<file path="src/rtl/cps_pkg.sv">
package cps_pkg;
    localparam int WORD_W    = 16;
    localparam int IDX_W     = 5;
    localparam int NUM_LONG  = 4;
    localparam int PH_W      = 2;

    // opcode class of the compare-skip instruction (bits 15:10)
    localparam logic [5:0] CPS_CLASS = 6'b000100;

    // two-word instruction patterns: jump, call, direct load, direct store
    localparam logic [NUM_LONG*WORD_W-1:0] LONG_MASKS =
        {16'hFE0F, 16'hFE0F, 16'hFE0E, 16'hFE0E};
    localparam logic [NUM_LONG*WORD_W-1:0] LONG_VALUES =
        {16'h9200, 16'h9000, 16'h940E, 16'h940C};

    typedef struct packed {
        logic            active;
        logic            skip;
        logic [PH_W-1:0] inc;
        logic [PH_W-1:0] last;
        logic [PH_W-1:0] ph;
    } seq_state_t;
endpackage

</file>
<file path="src/rtl/cps_decode.sv">
module cps_decode
    import cps_pkg::*;
(
    input  logic [WORD_W-1:0] word_i,
    output logic              is_cps_o,
    output logic [IDX_W-1:0]  idx_a_o,
    output logic [IDX_W-1:0]  idx_b_o
);
    always_comb begin
        is_cps_o = (word_i[15:10] == CPS_CLASS);
        idx_a_o  = {word_i[8], word_i[7:4]};
        idx_b_o  = {word_i[9], word_i[3:0]};
    end
endmodule

</file>
<file path="src/rtl/cps_len_detect.sv">
module cps_len_detect
    import cps_pkg::*;
(
    input  logic [WORD_W-1:0] word_i,
    output logic              two_word_o
);
    logic [NUM_LONG-1:0] hit;

    for (genvar i = 0; i < NUM_LONG; i++) begin : g_pat
        assign hit[i] = (word_i & LONG_MASKS[i*WORD_W +: WORD_W])
                        == LONG_VALUES[i*WORD_W +: WORD_W];
    end

    assign two_word_o = |hit;

    // the patterns are disjoint, at most one class matches
    always_comb begin
        hit_disjoint_chk: assert ($onehot0(hit));
    end
endmodule

</file>
<file path="src/rtl/cps_seq.sv">
module cps_seq
    import cps_pkg::*;
(
    input  logic            clk,
    input  logic            rst_n,
    input  logic            start_i,
    input  logic            equal_i,
    input  logic            two_word_i,
    output logic            active_o,
    output logic            skip_valid_o,
    output logic [PH_W-1:0] pc_inc_o,
    output logic            squash_o,
    output logic            stall_o,
    output logic            done_o
);
    seq_state_t st_q, st_d;

    always_comb begin
        st_d = st_q;
        if (st_q.active) begin
            if (st_q.ph == st_q.last) begin
                st_d = '0;
            end else begin
                st_d.ph = st_q.ph + 1'b1;
            end
        end else if (start_i) begin
            st_d.active = 1'b1;
            st_d.skip   = equal_i;
            st_d.inc    = !equal_i ? 2'd1 : (two_word_i ? 2'd3 : 2'd2);
            st_d.last   = st_d.inc - 2'd1;
            st_d.ph     = '0;
        end
    end

    always_ff @(posedge clk) begin
        if (!rst_n) st_q <= '0;
        else        st_q <= st_d;
    end

    assign active_o     = st_q.active;
    assign skip_valid_o = st_q.active & st_q.skip;
    assign pc_inc_o     = st_q.active ? st_q.inc : '0;
    assign squash_o     = st_q.active && (st_q.ph != '0);
    assign stall_o      = st_q.active && (st_q.ph != st_q.last);
    assign done_o       = st_q.active && (st_q.ph == st_q.last);


    // pc_inc_hold_chk: increment and skip fixed until the window closes
    pc_inc_hold_chk: assert property (@(posedge clk) disable iff (!rst_n)
        (active_o && !done_o) |=> ($stable(pc_inc_o) && $stable(skip_valid_o)));


    window_close_chk: assert property (@(posedge clk) disable iff (!rst_n)
        done_o |=> !active_o);


    no_skip_short_chk: assert property (@(posedge clk) disable iff (!rst_n)
        (active_o && !skip_valid_o) |-> (pc_inc_o == 2'd1 && done_o && !squash_o));


    squash_needs_skip_chk: assert property (@(posedge clk) disable iff (!rst_n)
        squash_o |-> skip_valid_o);


    idle_quiet_chk: assert property (@(posedge clk) disable iff (!rst_n)
        !active_o |-> (pc_inc_o == '0 && !squash_o && !stall_o && !done_o && !skip_valid_o));


    busy_ignore_chk: assert property (@(posedge clk) disable iff (!rst_n)
        (active_o && !done_o) |=> active_o);
endmodule

</file>
<file path="src/rtl/cmp_skip_unit.sv">
module cmp_skip_unit
    import cps_pkg::*;
#(
    parameter int DATA_W = 8
) (
    input  logic              clk,
    input  logic              rst_n,
    input  logic              instr_valid_i,
    input  logic [15:0]       instr_word_i,
    input  logic [15:0]       follow_word_i,
    output logic [4:0]        rf_addr_a_o,
    output logic [4:0]        rf_addr_b_o,
    input  logic [DATA_W-1:0] rf_data_a_i,
    input  logic [DATA_W-1:0] rf_data_b_i,
    output logic              active_o,
    output logic              skip_valid_o,
    output logic [1:0]        pc_inc_o,
    output logic              squash_o,
    output logic              stall_o,
    output logic              done_o
);
    logic is_cps;
    logic two_word;
    logic equal;
    logic start;

    cps_decode u_dec (
        .word_i   (instr_word_i),
        .is_cps_o (is_cps),
        .idx_a_o  (rf_addr_a_o),
        .idx_b_o  (rf_addr_b_o)
    );

    cps_len_detect u_len (
        .word_i     (follow_word_i),
        .two_word_o (two_word)
    );

    assign equal = (rf_data_a_i == rf_data_b_i);
    assign start = instr_valid_i & is_cps;

    cps_seq u_seq (
        .clk          (clk),
        .rst_n        (rst_n),
        .start_i      (start),
        .equal_i      (equal),
        .two_word_i   (two_word),
        .active_o     (active_o),
        .skip_valid_o (skip_valid_o),
        .pc_inc_o     (pc_inc_o),
        .squash_o     (squash_o),
        .stall_o      (stall_o),
        .done_o       (done_o)
    );


    // start_decode_chk: a window opens only from an idle unit on a recognised word
    start_decode_chk: assert property (@(posedge clk) disable iff (!rst_n)
        (!active_o && !start) |=> !active_o);
endmodule

</file>
<file path="config.mk">
export PLATFORM = sky130hd
export DESIGN_NAME = cmp_skip_unit
export DESIGN_NICKNAME = d
export VERILOG_FILES = /design/src/rtl/cps_pkg.sv /design/src/rtl/cps_decode.sv /design/src/rtl/cps_len_detect.sv /design/src/rtl/cps_seq.sv /design/src/rtl/cmp_skip_unit.sv
export SDC_FILE = /design/constraint.sdc
export NUM_CORES = 1
export LEC_CHECK = 0
export BUFFER_PORTS_ARGS = -buffer_cell sky130_fd_sc_hd__buf_2
export CORE_UTILIZATION = 36
export CTS_BUF_LIST = sky130_fd_sc_hd__clkbuf_8
export CTS_CLUSTER_SIZE = 25
export DETAILED_ROUTE_END_ITERATION = 10
export PLACE_DENSITY = 0.92
export SLEW_MARGIN = 40
export SYNTH_ARGS = -nofsm -noshare
export SYNTH_HDL_FRONTEND = slang
export SYNTH_SLANG_ARGS = --single-unit
</file>
<file path="constraint.sdc">
create_clock -name clk -period 3.55 [get_ports clk]
set_input_delay 0.8875 -clock clk [delete_from_list [all_inputs] [get_ports clk]]
set_output_delay 0.8875 -clock clk [all_outputs]
set_load 0.02 [all_outputs]
</file>
---- Yosys cells after proc, flatten, opt, wreduce, memory -nomap -nowiden ----
Cells that the tools add are included.
word-level totals
  flip-flop bits (word level) ............. 8
  input bits .............................. 51
  output and inout port bits .............. 17
  word-level logic and storage cells ...... 32
operators by class
  add/subtract/negate cells ............... 2
  equality and inequality tests ........... 9
  muxes and demuxes ....................... 7
  bitwise logic cells ..................... 2
  reductions and logical operators ........ 7
operators by type and width
  operator                                          number
  == test 11 bit, second input constant             2
  == test 10 bit, second input constant             2
  2-to-1 mux 8 bit                                  2
  == test 8 bit                                     1
  == test 6 x 3 -> 1 bit, second input constant     1
  2-to-1 mux 2 bit                                  3
  2-to-1 mux 6 bit                                  1
  nonzero test 2 bit                                2
  OR reduction 4 bit                                1
  logical AND 1 bit                                 3
  adder 2 x 1 -> 2 bit, second input constant       1
  AND 1 bit                                         2
  == test 2 bit                                     1
  != test 2 bit                                     1
  != test 2 bit, second input constant              1
  AND reduction 2 bit                               1
  subtractor 2 x 1 -> 2 bit, second input constant  1
  2-to-1 mux 1 bit                                  1

---- Longest topological paths before layout ----
Gate-level depths: netlist of the first run.
  word-level depth ........................ 7
  gate-level depth with buffers ........... 5

---- Modules after synthesis ----
Synthesis of the first run repeated with hierarchy kept, for this count alone.
unflattened totals
  cell total of the unflattened synthesis .. 80
  area, all modules ....................... 650.6 um^2
modules (own cells, without submodules)
  module          instances  cells each  area each (um^2)
  cps_seq         1          49          415.4
  cps_decode      1          12          95.1
  cmp_skip_unit   1          12          92.6
  cps_len_detect  1          7           47.5

---- Least setup slack after synthesis of the first run ----
Ideal clock, no wire load.
  kind .................................... input-to-reg
  from .................................... input port follow_word_i[2]
  to ...................................... register u_seq.st_q[2] (netlist name)
  setup time .............................. 115 ps
  data arrival time ....................... 1,903 ps
  data required time ...................... 3,435 ps
  slack ................................... 1,533 ps
  stages .................................. 5
  path buffers ............................ 0
  cells stage by stage .................... or4_1 -> o21ai_1 -> nand3_1 -> nor2b_4 -> o21a_1
between the ends
  word-level cells in the longest chain between the ends .. 7
  elaborated cells between the ends (all ways) .. 10
ends and longest elaborated chain
  item                                              RTL line              RTL
  from (decl)                                       cmp_skip_unit.sv:10   input logic [15:0] follow_word_i,
  == test 11 bit or == test 10 bit (tied branches)  cps_len_detect.sv:11  == LONG_VALUES[i*WORD_W +: WORD_W];
  OR reduction 4 bit *                              cps_len_detect.sv:14  assign two_word_o = |hit;
  2-to-1 mux 1 bit *                                cps_seq.sv:29         st_d.inc = !equal_i ? 2'd1 : (two_word_i ? 2'd3 : 2'd2);
  2-to-1 mux 2 bit *                                cps_seq.sv:29
  subtractor 2 x 1 -> 2 bit *                       cps_seq.sv:30         st_d.last = st_d.inc - 2'd1;
  2-to-1 mux 8 bit *                                cps_seq.sv:26         end else if (start_i) begin
  2-to-1 mux 8 bit *                                cps_seq.sv:20         if (st_q.active) begin
  to (signal assigned)                              cps_seq.sv:37         else st_q <= st_d;
  to (decl)                                         cps_seq.sv:16         seq_state_t st_q, st_d;
Mark *: on every way between the ends. The rest lies on a longest branch, timed or not. The select of a mux whose other input is x is not followed.
A chain may end at the register's enable or synchronous reset.

---- Worst setup path in the final report of the first run ----
  from .................................... register u_seq.st_q[0] (netlist name)
  to ...................................... output port stall_o
between the ends
  word-level cells in the longest chain between the ends .. 2
ends and longest elaborated chain
  item               RTL line             RTL
  != test 2 bit      cps_seq.sv:44        assign stall_o = st_q.active && (st_q.ph != st_q.last);
  logical AND 1 bit  cps_seq.sv:44
  to (decl)          cmp_skip_unit.sv:19  output logic stall_o,
No other way between the ends.

==> qor.csv, run 1 <==
stage;metric;value;unit
status;status;complete, no violations;
finish;area_delta_synth_final;33.70;%
detailed_routing;route.final.wire_length;1.186;mm
power;p_comb_share;15.5;%
detailed_routing;num_vias;567;
logic_synthesis;synthesis.instances;65;
detailed_routing;drt_pre_antenna_iters;2;
place;place_inst;112;
finish;final_util;51.34;%
global_routing;grt_pass1_wl;1.911;mm
die;die_w;41.86;um
sta;fin_crit;2.178;ns
clock_network;clk_path_buf_depth;2;
worst_setup_path;critical_path_arrival;1.29;ns
run;maxCapViolCount;0;
logic_synthesis;postSynth.asyncResetShare;0;%
logic_synthesis;yosysSeqAreaShare;24.51;%
logic_synthesis;synth_ff_type;dfxtp_1;
logic_synthesis;synth_area_per_cell;8.797;um^2
global_routing;grt_pass1_vias;528;
detailed_routing;drt_iter0_markers;2;
logic_synthesis;netlist_area;571.8;um^2
worst_setup_path;crit_slowest_cell;a21oi_1;
detailed_routing;routedWlPerCell;10.22;um
sta;finClkSkew;0.005437;ns
finish;final-instance-count-excl-fill;116;
power;p_seq_share;35.8;%
worst_setup_path;crit_type;flop to output pin;
clock_network;cts_max_level;1;
worst_setup_path;end_kind;output pin;
die;dieArea;1752;um^2
place;gpl.final_weighted_congestion;0.6768;
sta;report.final.hold_viol_count;0;
finish;drive_gt1_share;49.00;%
worst_setup_path;slowest_delay;0.36;ns
clock_network;cts_buffers;3;
detailed_routing;drcViolationCount;0;
clock_network;cts_sinks;7;
clock_network;cts.reportedPaths.clkPinSlew;0.04;ns
worst_setup_path;cp_cell_sequence;xnor2_1 > a21oi_1 > buf_2;
global_routing;top_usage_layer;met2;
finish;nets;153;
detailed_routing;viasPerCell;4.888;
logic_synthesis;synth_fp_nets;117;
die;core;1489;um^2
global_routing;grtUsageTotal;13.72;%
die;die_h;41.86;um
logic_synthesis;synth-seq-cells;7;
sta;rsz0062_at_grt;no;
worst_setup_path;critPathLaunchType;flop;
detailed_routing;drt.antenna.violating_nets;0;
global_routing;antenna_found_initial;0;
place;hpwl;1.079;mm
logic_synthesis;ys_warn_count;0;
sta;worstMarginPinSlew;0.4193;ns
clock_network;cts_resized;0;
clock_network;cts_tree;done;
clock_network;root_buffer;clkbuf_8;
logic_synthesis;synth_edf_count;0;
logic_synthesis;ys_types;28;
power;p_int;0.1745;mW
die;row_count;14;
power;swShare;21.24;%
global_routing;grtUsageMet3;3.913;%
place;port_buffers;42;
power;clkPwrFrac;48.7;%
global_routing;grt_max_degree;7;
sta;setup_violations;0;
power;power_density;289.9;nW/um^2
sta;relSlewSlack;72.04;%
finish;n_antenna_cell;0;
sta;fin_setup_tns;0;ns
power;ir_drop;0.0002191;V
clock_network;clock_latency;0.22;ns
global_routing;grtUsageMet1;14.75;%
power;total_power;0.2216;mW
global_routing;grt-ovfl-total;0;
hold_path;hold_path_class;flop to flop;
die;io_pins;68;
worst_setup_path;crit_required;2.66;ns
clock_network;postCtsSetupBuffers;0;
die;start_util;38.40;%
sta;finalMaxSlewViolations;0;
power;leakagePower;0.3760;nW
power;power_switching;0.04708;mW
finish;fillCellCount;140;
sta;fin_crit_sh;61.34;%
clock_network;ctsHoldBuffers;0;
global_routing;use_met2;25.00;%
sta;fmax;459.2;MHz
worst_setup_path;crit_fanout;6;
metrics by stage:
step	cell area (um^2)	hold slack, ns	setup slack [ns]
global route	764.5	0.5002	1.244
detailed placement	719.4	0.4839	1.356
CTS	764.5	0.4897	1.344
floorplan	571.8	0.4478	1.533
finish	764.5	0.4855	1.372
global placement	719.4	0.4692	1.378
worst paths after layout:
kind | start | endpoint | slack [ns] | depth (start not counted)
setup / recovery | u_seq.st_q[0]$_SDFFE_PN0P_ | stall_o | 1.37 | 3
hold / removal | u_seq.st_q[5]$_SDFFE_PN0P_ | u_seq.st_q[5]$_SDFFE_PN0P_ | 0.49 | 2
setup reg to reg | u_seq.st_q[0]$_SDFFE_PN0P_ | u_seq.st_q[3]$_SDFFE_PN0P_ | 2.28 | 5
hold reg to reg | u_seq.st_q[5]$_SDFFE_PN0P_ | u_seq.st_q[5]$_SDFFE_PN0P_ | 0.49 | 2
synth_stat cells, types with 2 or more instances:
cell type | instances | area share [%]
o21ai_0 | 2 | 1.8
dfxtp_1 | 7 | 25
xor2_1 | 8 | 12
o21a_1 | 2 | 2.6
a21oi_1 | 2 | 1.8
o21ai_1 | 2 | 1.8
inv_1 | 3 | 2.0
xnor2_1 | 2 | 3.1
and2_1 | 3 | 3.3
nor2_1 | 3 | 2.0
nor2b_1 | 2 | 2.2
buf_4 | 11 | 14
nor4_1 | 2 | 2.2
and3_1 | 2 | 2.2
final cells by class:
type | count | area (um^2) | share of cell area, %
inverter | 3 | 11.26 | 1.473
tap | 16 | 20.02 | 2.619
sequential | 7 | 140.1 | 18.33
multi-input combinational | 44 | 337.8 | 44.19
clock inverter | 1 | 3.754 | 0.4910
timing repair buffer | 42 | 210.2 | 27.50
clock buffer | 3 | 41.29 | 5.401
logic make-up (layout without fill, tap and decap cells):
kind of cell               count (synthesis)  after routing  synth area share, %
DFF                                        7              7                24.51
AOI/OAI and AO/OA                         10             10                10.50
xor gates and xnor gates                  10             10                15.32
and+or+nand+nor                           22             22                29.32
adders and majority gates                  1              1                2.188
buffers and inverters                     14             49                16.41
muxes                                      1              1                1.751
power by group through the flow:
stage          clock [mW]  sequential, mW  combinational (mW)
2_1_floorplan           0          0.0807              0.0275
3_3_place_gp            0          0.0806              0.0326
3_5_place_dp            0          0.0806              0.0347
4_1_cts             0.108          0.0793              0.0348
5_1_grt             0.113          0.0792              0.0377
6_report            0.108          0.0792              0.0344
registers in the layout, summed over array words and instances, names as in the netlist:
name and cells:
u_seq.active_o 1, u_seq.st_q 6
metal layers:
metal	vias up	share of wire, %
met2	39	53
met3	0	13
li1	281	-
met1	247	35
met5	-	0
met4	0	0
critical path: cells and delay by family, from the launching register on:
kind	cells	cell delay, ns
AOI/OAI and AO/OA	1	0.36
DFF	1	0.33
buffers and inverters	1	0.24
xor gates and xnor gates	1	0.14
cells in the final DEF, fill, tap and decap left out, types with 2 or more instances in the layout:
master and n:
and3_1 2, a21oi_1 2, o21a_1 2, xor2_1 8, nor2_1 3, o21ai_0 2
clkbuf_8 3, dfxtp_1 7, xnor2_1 2, and2_1 3, nor2b_1 2, o21ai_1 2
nor4_1 2, buf_2 42, inv_1 4
(Power assumes the default switching activity.)
==> run 2: changes to the inputs <==
--- a/config.mk
+++ b/config.mk
@@ -5,12 +5,13 @@
 export SDC_FILE = /design/constraint.sdc
 export NUM_CORES = 1
 export LEC_CHECK = 0
+export ABC_AREA = 1
 export BUFFER_PORTS_ARGS = -buffer_cell sky130_fd_sc_hd__buf_2
 export CORE_UTILIZATION = 36
 export CTS_BUF_LIST = sky130_fd_sc_hd__clkbuf_8
 export CTS_CLUSTER_SIZE = 25
 export DETAILED_ROUTE_END_ITERATION = 10
-export PLACE_DENSITY = 0.92
+export PLACE_DENSITY = 0.86
 export SLEW_MARGIN = 40
 export SYNTH_ARGS = -nofsm -noshare
 export SYNTH_HDL_FRONTEND = slang
==> constraint.sdc (replaced) <==
create_clock -name clk -period 2.2 [get_ports clk]
set_input_delay 0.55 -clock clk [delete_from_list [all_inputs] [get_ports clk]]
set_output_delay 0.55 -clock clk [all_outputs]
set_load 0.02 [all_outputs]
==> qor.csv, run 2 <==
stage;metric;value;unit;change
worst_setup_path;critPathLaunchType;flop;;unchanged
logic_synthesis;yosysSeqAreaShare;20.48;%;was 24.51%
sta;rsz0062_at_grt;no;;unchanged
finish;nets;209;;was 153
detailed_routing;route.final.wire_length;1.553;mm;was 1.186 mm
power;power_density;423.4;nW/um^2;was 289.9 nW/um^2
status;status;complete, no violations;;unchanged
place;hpwl;1.335;mm;was 1.079 mm
finish;max_flop_register;u_seq.st_q;;unchanged
finish;fillCellCount;185;;was 140
global_routing;grt_pass1_vias;736;;was 528
clock_network;clk_path_buf_depth;2;;unchanged
die;die_h;45.60;um;was 41.86 um
logic_synthesis;netlist_area;684.4;um^2;was 571.8 um^2
worst_setup_path;crit_required;1.65;ns;was 2.66 ns
logic_synthesis;yosysMostFrequentCell;nand2_1;;was buf_4
sta;finClkSkew;0.002285;ns;was 0.005437 ns
sta;fmax;587.8;MHz;
finish;mostFrequentLayoutCells;42 x buf_2, 36 x nand2_1, 26 x inv_1;;was 42 x buf_2, 8 x xor2_1, 7 x dfxtp_1
finish;drive_gt1_share;33.33;%;was 49.00%
power;ir_drop;0.0001840;V;was 0.0002191 V
detailed_routing;drt_pre_antenna_iters;4;;was 2
global_routing;grt_pass1_wl;2.573;mm;was 1.911 mm
worst_setup_path;end_kind;output pin;;unchanged
finish;largest_register_ffs;6;;unchanged
logic_synthesis;synth_edf_count;0;;unchanged
die;row_count;15;;was 14
detailed_routing;viasPerCell;4.331;;was 4.888
detailed_routing;drcViolationCount;0;;unchanged
clock_network;cts_buffers;3;;unchanged
detailed_routing;routedWlPerCell;8.580;um;was 10.22 um
place;dp_slack;0.7641;ns;was 1.356 ns
finish;final-instance-count-excl-fill;181;;was 116
sta;fin_setup_tns;0;ns;unchanged
worst_setup_path;crit_type;flop to output pin;;unchanged
clock_network;cts_tree;done;;unchanged
sta;fin_crit;1.701;ns;
clock_network;clock_latency;0.23;ns;was 0.22 ns
power;total_power;0.3761;mW;was 0.2216 mW
logic_synthesis;synth_area_per_cell;5.656;um^2;was 8.797 um^2
finish;area_delta_synth_final;29.80;%;was 33.70%
detailed_routing;drt.antenna.violating_nets;0;;unchanged
hold_path;hold_path_class;flop to flop;;unchanged
worst_setup_path;crit_slowest_cell;dfxtp_1;;was a21oi_1
die;start_util;39.21;%;was 38.40%
logic_synthesis;synth_top_area_share;20.48;%;was 24.51%
die;io_pins;68;;unchanged
clock_network;ctsHoldBuffers;0;;unchanged
logic_synthesis;ys_types;20;;was 28
logic_synthesis;synth-seq-cells;7;;unchanged
clock_network;cts_resized;0;;unchanged
sta;finalMaxSlewViolations;0;;unchanged
global_routing;grt-ovfl-total;0;;unchanged
die;dieArea;2079;um^2;was 1752 um^2
clock_network;root_buffer;clkbuf_8;;unchanged
worst_setup_path;cp_cell_sequence;xnor2_1 > nand2_1 > nand2_2 > inv_2 > buf_2;;was xnor2_1 > a21oi_1 > buf_2
logic_synthesis;synthesis.instances;121;;was 65
sta;worstMarginPinSlew;0.2403;ns;was 0.4193 ns
sta;fin_crit_sh;77.32;%;
die;die_w;45.60;um;was 41.86 um
logic_synthesis;synth_ff_type;dfxtp_1;;unchanged
worst_setup_path;crit_fanout;4;;was 6
worst_setup_path;critPathBufInv;2;;was 1
sta;relSlewSlack;83.94;%;was 72.04%
logic_synthesis;synthTopCellsByCount;36 x nand2_1, 25 x inv_1, 15 x nor2_1, 11 x buf_4;;was 11 x buf_4, 8 x xor2_1, 7 x dfxtp_1
detailed_routing;drt_iter0_markers;3;;was 2
logic_synthesis;ys_warn_count;0;;unchanged
clock_network;cts_sinks;7;;unchanged
logic_synthesis;synth_top_area_cell;dfxtp_1;;unchanged
detailed_routing;num_vias;784;;was 567
clock_network;cts_max_level;1;;unchanged
global_routing;grt_max_degree;7;;unchanged
sta;report.final.hold_viol_count;0;;unchanged
place;port_buffers;42;;unchanged
die;core;1745;um^2;was 1489 um^2
worst_setup_path;slowest_delay;0.37;ns;was 0.36 ns
sta;fin_ws;0.4989;ns;was 1.372 ns
worst_setup_path;critical_path_arrival;1.15;ns;was 1.29 ns
finish;layout_commonest_cell;buf_2;;unchanged
clock_network;postCtsSetupBuffers;0;;unchanged
global_routing;antenna_found_initial;0;;unchanged
global_routing;grtUsageTotal;17.56;%;was 13.72%
sta;setup_violations;0;;unchanged
place;gpl.final_weighted_congestion;0.7084;;was 0.6768
logic_synthesis;postSynth.asyncResetShare;0;%;unchanged
sta;whs;0.4791;ns;was 0.4855 ns
clock_network;cts.reportedPaths.clkPinSlew;0.04;ns;about the same
logic_synthesis;synth_area_leaders;dfxtp_1 20%, nand2_1 20%, inv_1 14%;;was dfxtp_1 25%, buf_4 14%, xor2_1 12%
power;leakagePower;0.5452;nW;was 0.3760 nW
finish;n_antenna_cell;0;;unchanged
run;maxCapViolCount;0;;unchanged
logic_synthesis;synth_fp_nets;173;;was 117
worst_setup_path;crit_family;flip-flops;;was compound AO/OA/AOI/OAI gates
place;place_inst;177;;was 112
run 2: cell types whose count changed after synthesis, sizes merged, moves of 5 or more:
cell   previous run  this run
xor2              8         0
a21oi             2         7
nand2             0        38
inv               3        26
nor2              3        17
run 2: area by class of cell:
| type | instances | area, um^2 | share of cell area (%) |
|---|---|---|---|
| inverters | 27 | 101.3 | 11.41 |
| well taps | 25 | 31.28 | 3.521 |
| clock buffers | 3 | 41.29 | 4.648 |
| repair buffers | 42 | 210.2 | 23.66 |
| clock inverters | 1 | 3.754 | 0.4225 |
| multi-input cells | 76 | 360.3 | 40.56 |
| flip-flops and latches | 7 | 140.1 | 15.77 |
run 2: worst reg2reg max path: cells and delay by family, from the launching register on:
| kind | cells | cell delay (ns) |
|---|---|---|
| buffers and inverters | 1 | 0.05 |
| xor gates and xnor gates | 1 | 0.16 |
| AOI/OAI and AO/OA | 2 | 0.20 |
| and+or+nand+nor | 2 | 0.19 |
| DFF | 1 | 0.37 |
run 2: cells by family (layout without fill, tap and decap cells):
| group | count (synthesis) | after routing | synth area share, % |
|---|---|---|---|
| adders and majority gates | 1 | 1 | 1.828 |
| DFF | 7 | 7 | 20.47 |
| and+or+nand+nor | 65 | 65 | 42.41 |
| xor gates and xnor gates | 2 | 2 | 2.560 |
| AOI/OAI and AO/OA | 8 | 8 | 5.849 |
| buffers and inverters | 38 | 73 | 26.87 |
run 2: path summary, 6_finish.rpt:
check | from | to | slack (ns) | cells after the start
setup / recovery | u_seq.st_q[0]$_SDFFE_PN0P_ | stall_o | 0.50 | 5
hold / removal | u_seq.st_q[5]$_SDFFE_PN0P_ | u_seq.st_q[5]$_SDFFE_PN0P_ | 0.48 | 2
setup reg to reg | u_seq.st_q[0]$_SDFFE_PN0P_ | u_seq.st_q[0]$_SDFFE_PN0P_ | 1.12 | 6
hold reg to reg | u_seq.st_q[5]$_SDFFE_PN0P_ | u_seq.st_q[5]$_SDFFE_PN0P_ | 0.48 | 2
run 2: per-layer routing:
metal | track usage (%) | part of all wire (%)
met1 | 13.43 | 34
met2 | 34.29 | 57
met3 | 8.333 | 7.9
met4 | 10.30 | 1.9
met5 | 0 | 0
run 2: metrics by stage:
stage | util, % | instance area (um^2)
final | 50.90 | 888.4
after detailed placement | 48.32 | 843.3
after floorplan | - | 684.4
after global placement | 48.32 | 843.3
after CTS | 50.90 | 888.4
after global routing | 50.90 | 888.4
run 2: report_power, final:
group	internal, mW	switching (mW)	total, mW	leakage [nW]
sequential	0.128	0.000283	0.128	0.0564
combinational	0.0354	0.0325	0.0679	0.462
clock	0.121	0.0593	0.180	0.0269
total	0.284	0.0920	0.376	0.545
==> run 3: changes to the inputs <==
--- a/config.mk
+++ b/config.mk
@@ -7,11 +7,11 @@
 export LEC_CHECK = 0
 export ABC_AREA = 1
 export BUFFER_PORTS_ARGS = -buffer_cell sky130_fd_sc_hd__buf_2
-export CORE_UTILIZATION = 36
+export CORE_UTILIZATION = 33
 export CTS_BUF_LIST = sky130_fd_sc_hd__clkbuf_8
 export CTS_CLUSTER_SIZE = 25
 export DETAILED_ROUTE_END_ITERATION = 10
-export PLACE_DENSITY = 0.86
+export PLACE_DENSITY = 0.83
 export SLEW_MARGIN = 40
 export SYNTH_ARGS = -nofsm -noshare
 export SYNTH_HDL_FRONTEND = slang
==> constraint.sdc (replaced) <==
create_clock -name clk -period 1.5 [get_ports clk]
set_input_delay 0.375 -clock clk [delete_from_list [all_inputs] [get_ports clk]]
set_output_delay 0.375 -clock clk [all_outputs]
set_load 0.02 [all_outputs]
==> qor.csv, run 3 (same netlist as run 2, synthesis figures left out) <==
stage;metric;value;unit;change
sta;fin_crit;1.472;ns;
finish;largest_register_ffs;6;;unchanged
run;maxCapViolCount;0;;unchanged
worst_setup_path;slowest_delay;0.35;ns;was 0.37 ns
worst_setup_path;crit_path_start;u_seq.st_q[0]$_SDFFE_PN0P_;;unchanged
global_routing;grt_pass1_wl;2.297;mm;was 2.573 mm
sta;finalMaxSlewViolations;0;;unchanged
finish;drive_gt1_share;35.90;%;was 33.33%
power;power_density;582.6;nW/um^2;was 423.4 nW/um^2
die;row_count;16;;was 15
worst_setup_path;end_kind;output pin;;unchanged
sta;report.final.hold_viol_count;0;;unchanged
sta;worstMarginPinSlew;0.2295;ns;was 0.2403 ns
worst_setup_path;crit_required;1.12;ns;was 1.65 ns
worst_setup_path;rrSetupSlack;0.44;ns;was 1.12 ns
finish;max_flop_register;u_seq.st_q;;unchanged
hold_path;worstHoldEndpoint;u_seq.st_q[0]$_SDFFE_PN0P_;;was u_seq.st_q[5]$_SDFFE_PN0P_
sta;fin_setup_tns;0;ns;unchanged
finish;mostFrequentLayoutCells;39 x buf_2, 36 x nand2_1, 26 x inv_1;;was 42 x buf_2, 36 x nand2_1, 26 x inv_1
finish;nets;209;;unchanged
die;dieArea;2260;um^2;was 2079 um^2
place;place_inst;179;;was 177
hold_path;min-delay-start;rst_n;;was u_seq.st_q[5]$_SDFFE_PN0P_
finish;area_delta_synth_final;35.28;%;was 29.80%
status;status;complete, no violations;;unchanged
die;io_pins;68;;unchanged
clock_network;postCtsSetupBuffers;0;;unchanged
worst_setup_path;crit_type;flop to output pin;;unchanged
worst_setup_path;crit_slowest_cell;dfxtp_4;;was dfxtp_1
finish;fillCellCount;220;;was 185
worst_setup_path;reg2reg_depth;5;;was 6
clock_network;cts_tree;done;;unchanged
detailed_routing;routedWlPerCell;7.464;um;was 8.580 um
place;hpwl;1.161;mm;was 1.335 mm
clock_network;clock_latency;0.23;ns;about the same
worst_setup_path;critPathBufInv;2;;unchanged
detailed_routing;drt.antenna.violating_nets;0;;unchanged
sta;fin_crit_sh;98.12;%;
clock_network;cts_sinks;7;;unchanged
global_routing;grtUsageTotal;14.54;%;was 17.56%
die;start_util;34.89;%;was 39.21%
detailed_routing;num_vias;752;;was 784
sta;rsz0062_at_grt;yes;;was no
clock_network;clk_path_buf_depth;2;;unchanged
clock_network;cts_buffers;3;;unchanged
sta;relSlewSlack;84.66;%;was 83.94%
finish;layout_commonest_cell;buf_2;;unchanged
worst_setup_path;critPathLaunchType;flop;;unchanged
detailed_routing;drt_pre_antenna_iters;4;;unchanged
global_routing;antenna_found_initial;0;;unchanged
worst_setup_path;crit_family;flip-flops;;unchanged
clock_network;root_buffer;clkbuf_8;;unchanged
clock_network;cts.reportedPaths.clkPinSlew;0.04;ns;about the same
finish;final-instance-count-excl-fill;183;;was 181
global_routing;grt_max_degree;7;;unchanged
worst_setup_path;cp_cell_sequence;xnor2_2 > nand2_1 > nand2_2 > inv_2 > buf_6;;was xnor2_1 > nand2_1 > nand2_2 > inv_2 > buf_2
power;ir_drop;0.0002937;V;was 0.0001840 V
hold_path;hold_path_class;primary input to flop;;was flop to flop
detailed_routing;drcViolationCount;0;;unchanged
global_routing;grt_pass1_vias;668;;was 736
die;die_h;47.54;um;was 45.60 um
detailed_routing;viasPerCell;4.109;;was 4.331
place;gpl.final_weighted_congestion;0.7943;;was 0.7084
detailed_routing;drt_iter0_markers;7;;was 3
finish;ff_latch_area;145.1;um^2;was 140.1 um^2
die;core;1962;um^2;was 1745 um^2
worst_setup_path;r2r_end;u_seq.st_q[3]$_SDFFE_PN0P_;;was u_seq.st_q[0]$_SDFFE_PN0P_
hold_path;min_path_cells;3;;was 2
sta;fmax;679.5;MHz;
place;port_buffers;42;;unchanged
finish;multi_input_area;375.4;um^2;was 360.3 um^2
clock_network;cts_max_level;1;;unchanged
detailed_routing;route.final.wire_length;1.366;mm;was 1.553 mm
die;die_w;47.54;um;was 45.60 um
sta;setup_violations;0;;unchanged
sta;finClkSkew;0.0006490;ns;was 0.002285 ns
global_routing;grt-ovfl-total;0;;unchanged
power;leakagePower;0.5490;nW;was 0.5452 nW
worst_setup_path;worstReg2RegStart;u_seq.active_o$_SDFF_PN0_;;was u_seq.st_q[0]$_SDFFE_PN0P_
worst_setup_path;critical_path_arrival;1.10;ns;was 1.15 ns
worst_setup_path;crit_fanout;4;;unchanged
finish;n_antenna_cell;0;;unchanged
run 3: cell counts in the layout (fill, tap and decap cells not counted):
No cell type changed its count.
run 3: what timing repair did:
action                                 4_1_cts  5_1_grt
pin swaps                                    0        3
hold buffers                                 0        0
endpoints found under the hold margin        0        0
setup endpoints to repair                    1        3
resized for setup                            1        9
run 3: per-stage QoR:
step / utilization [%] / power [mW] / cell area, um^2 / worst slack [ns] / hold WS, ns
floorplan: - / 0.2729 / 684.4 / 0.2070 / 0.4392
global placement: 43.11 / 0.2859 / 845.8 / 0.2339 / 0.4535
detailed placement: 43.11 / 0.2881 / 845.8 / 0.2440 / 0.4563
CTS: 45.47 / 0.5482 / 892.1 / 0.01058 / 0.4114
global route: 47.19 / 0.5805 / 925.9 / -0.03294 / 0.4283
finish: 47.19 / 0.5394 / 925.9 / 0.02826 / 0.4159
run 3: worst max-delay path by stage:
stage          slack, ns  depth (start not counted)                          to
6_report            0.03                          5                     stall_o
5_1_grt            -0.03                          5                     stall_o
4_1_cts             0.01                          5                     stall_o
3_5_place_dp        0.24                          5                     stall_o
3_3_place_gp        0.23                          7  u_seq.st_q[4]$_SDFFE_PN0P_
2_1_floorplan       0.21                          3                 pc_inc_o[1]
run 3: area by class of cell:
type | instances | area share [%]
multi-input combinational | 76 | 40.54
inverter | 27 | 10.95
sequential | 7 | 15.68
clock buffer | 3 | 4.459
timing repair buffer | 42 | 24.32
clock inverter | 1 | 0.4054
tap | 27 | 3.649
run 3: layer usage:
layer  wire, um  part of all wire [%]  vias to the layer above  track usage, %
li1           -                     -                      413               -
met1        540                    40                      308           12.87
met4         19                   1.4                        0           7.222
met5          0                     0                        -               0
met3        124                   9.1                        3           4.906
met2        680                    50                       28           28.77
run 3: worst register-to-register path, stage by stage (launching register included):
cell and delay [ns]:
dfxtp_1 0.43, inv_1 0.11, nand3_1 0.13, clkinv_1 0.11
nand3_1 0.10, a21oi_1 0.06
run 3: where the power goes:
part	total, mW	internal (mW)	switching, mW
Sequential	0.186	0.186	0.000471
Combinational	0.0967	0.0521	0.0446
Clock	0.257	0.177	0.0800
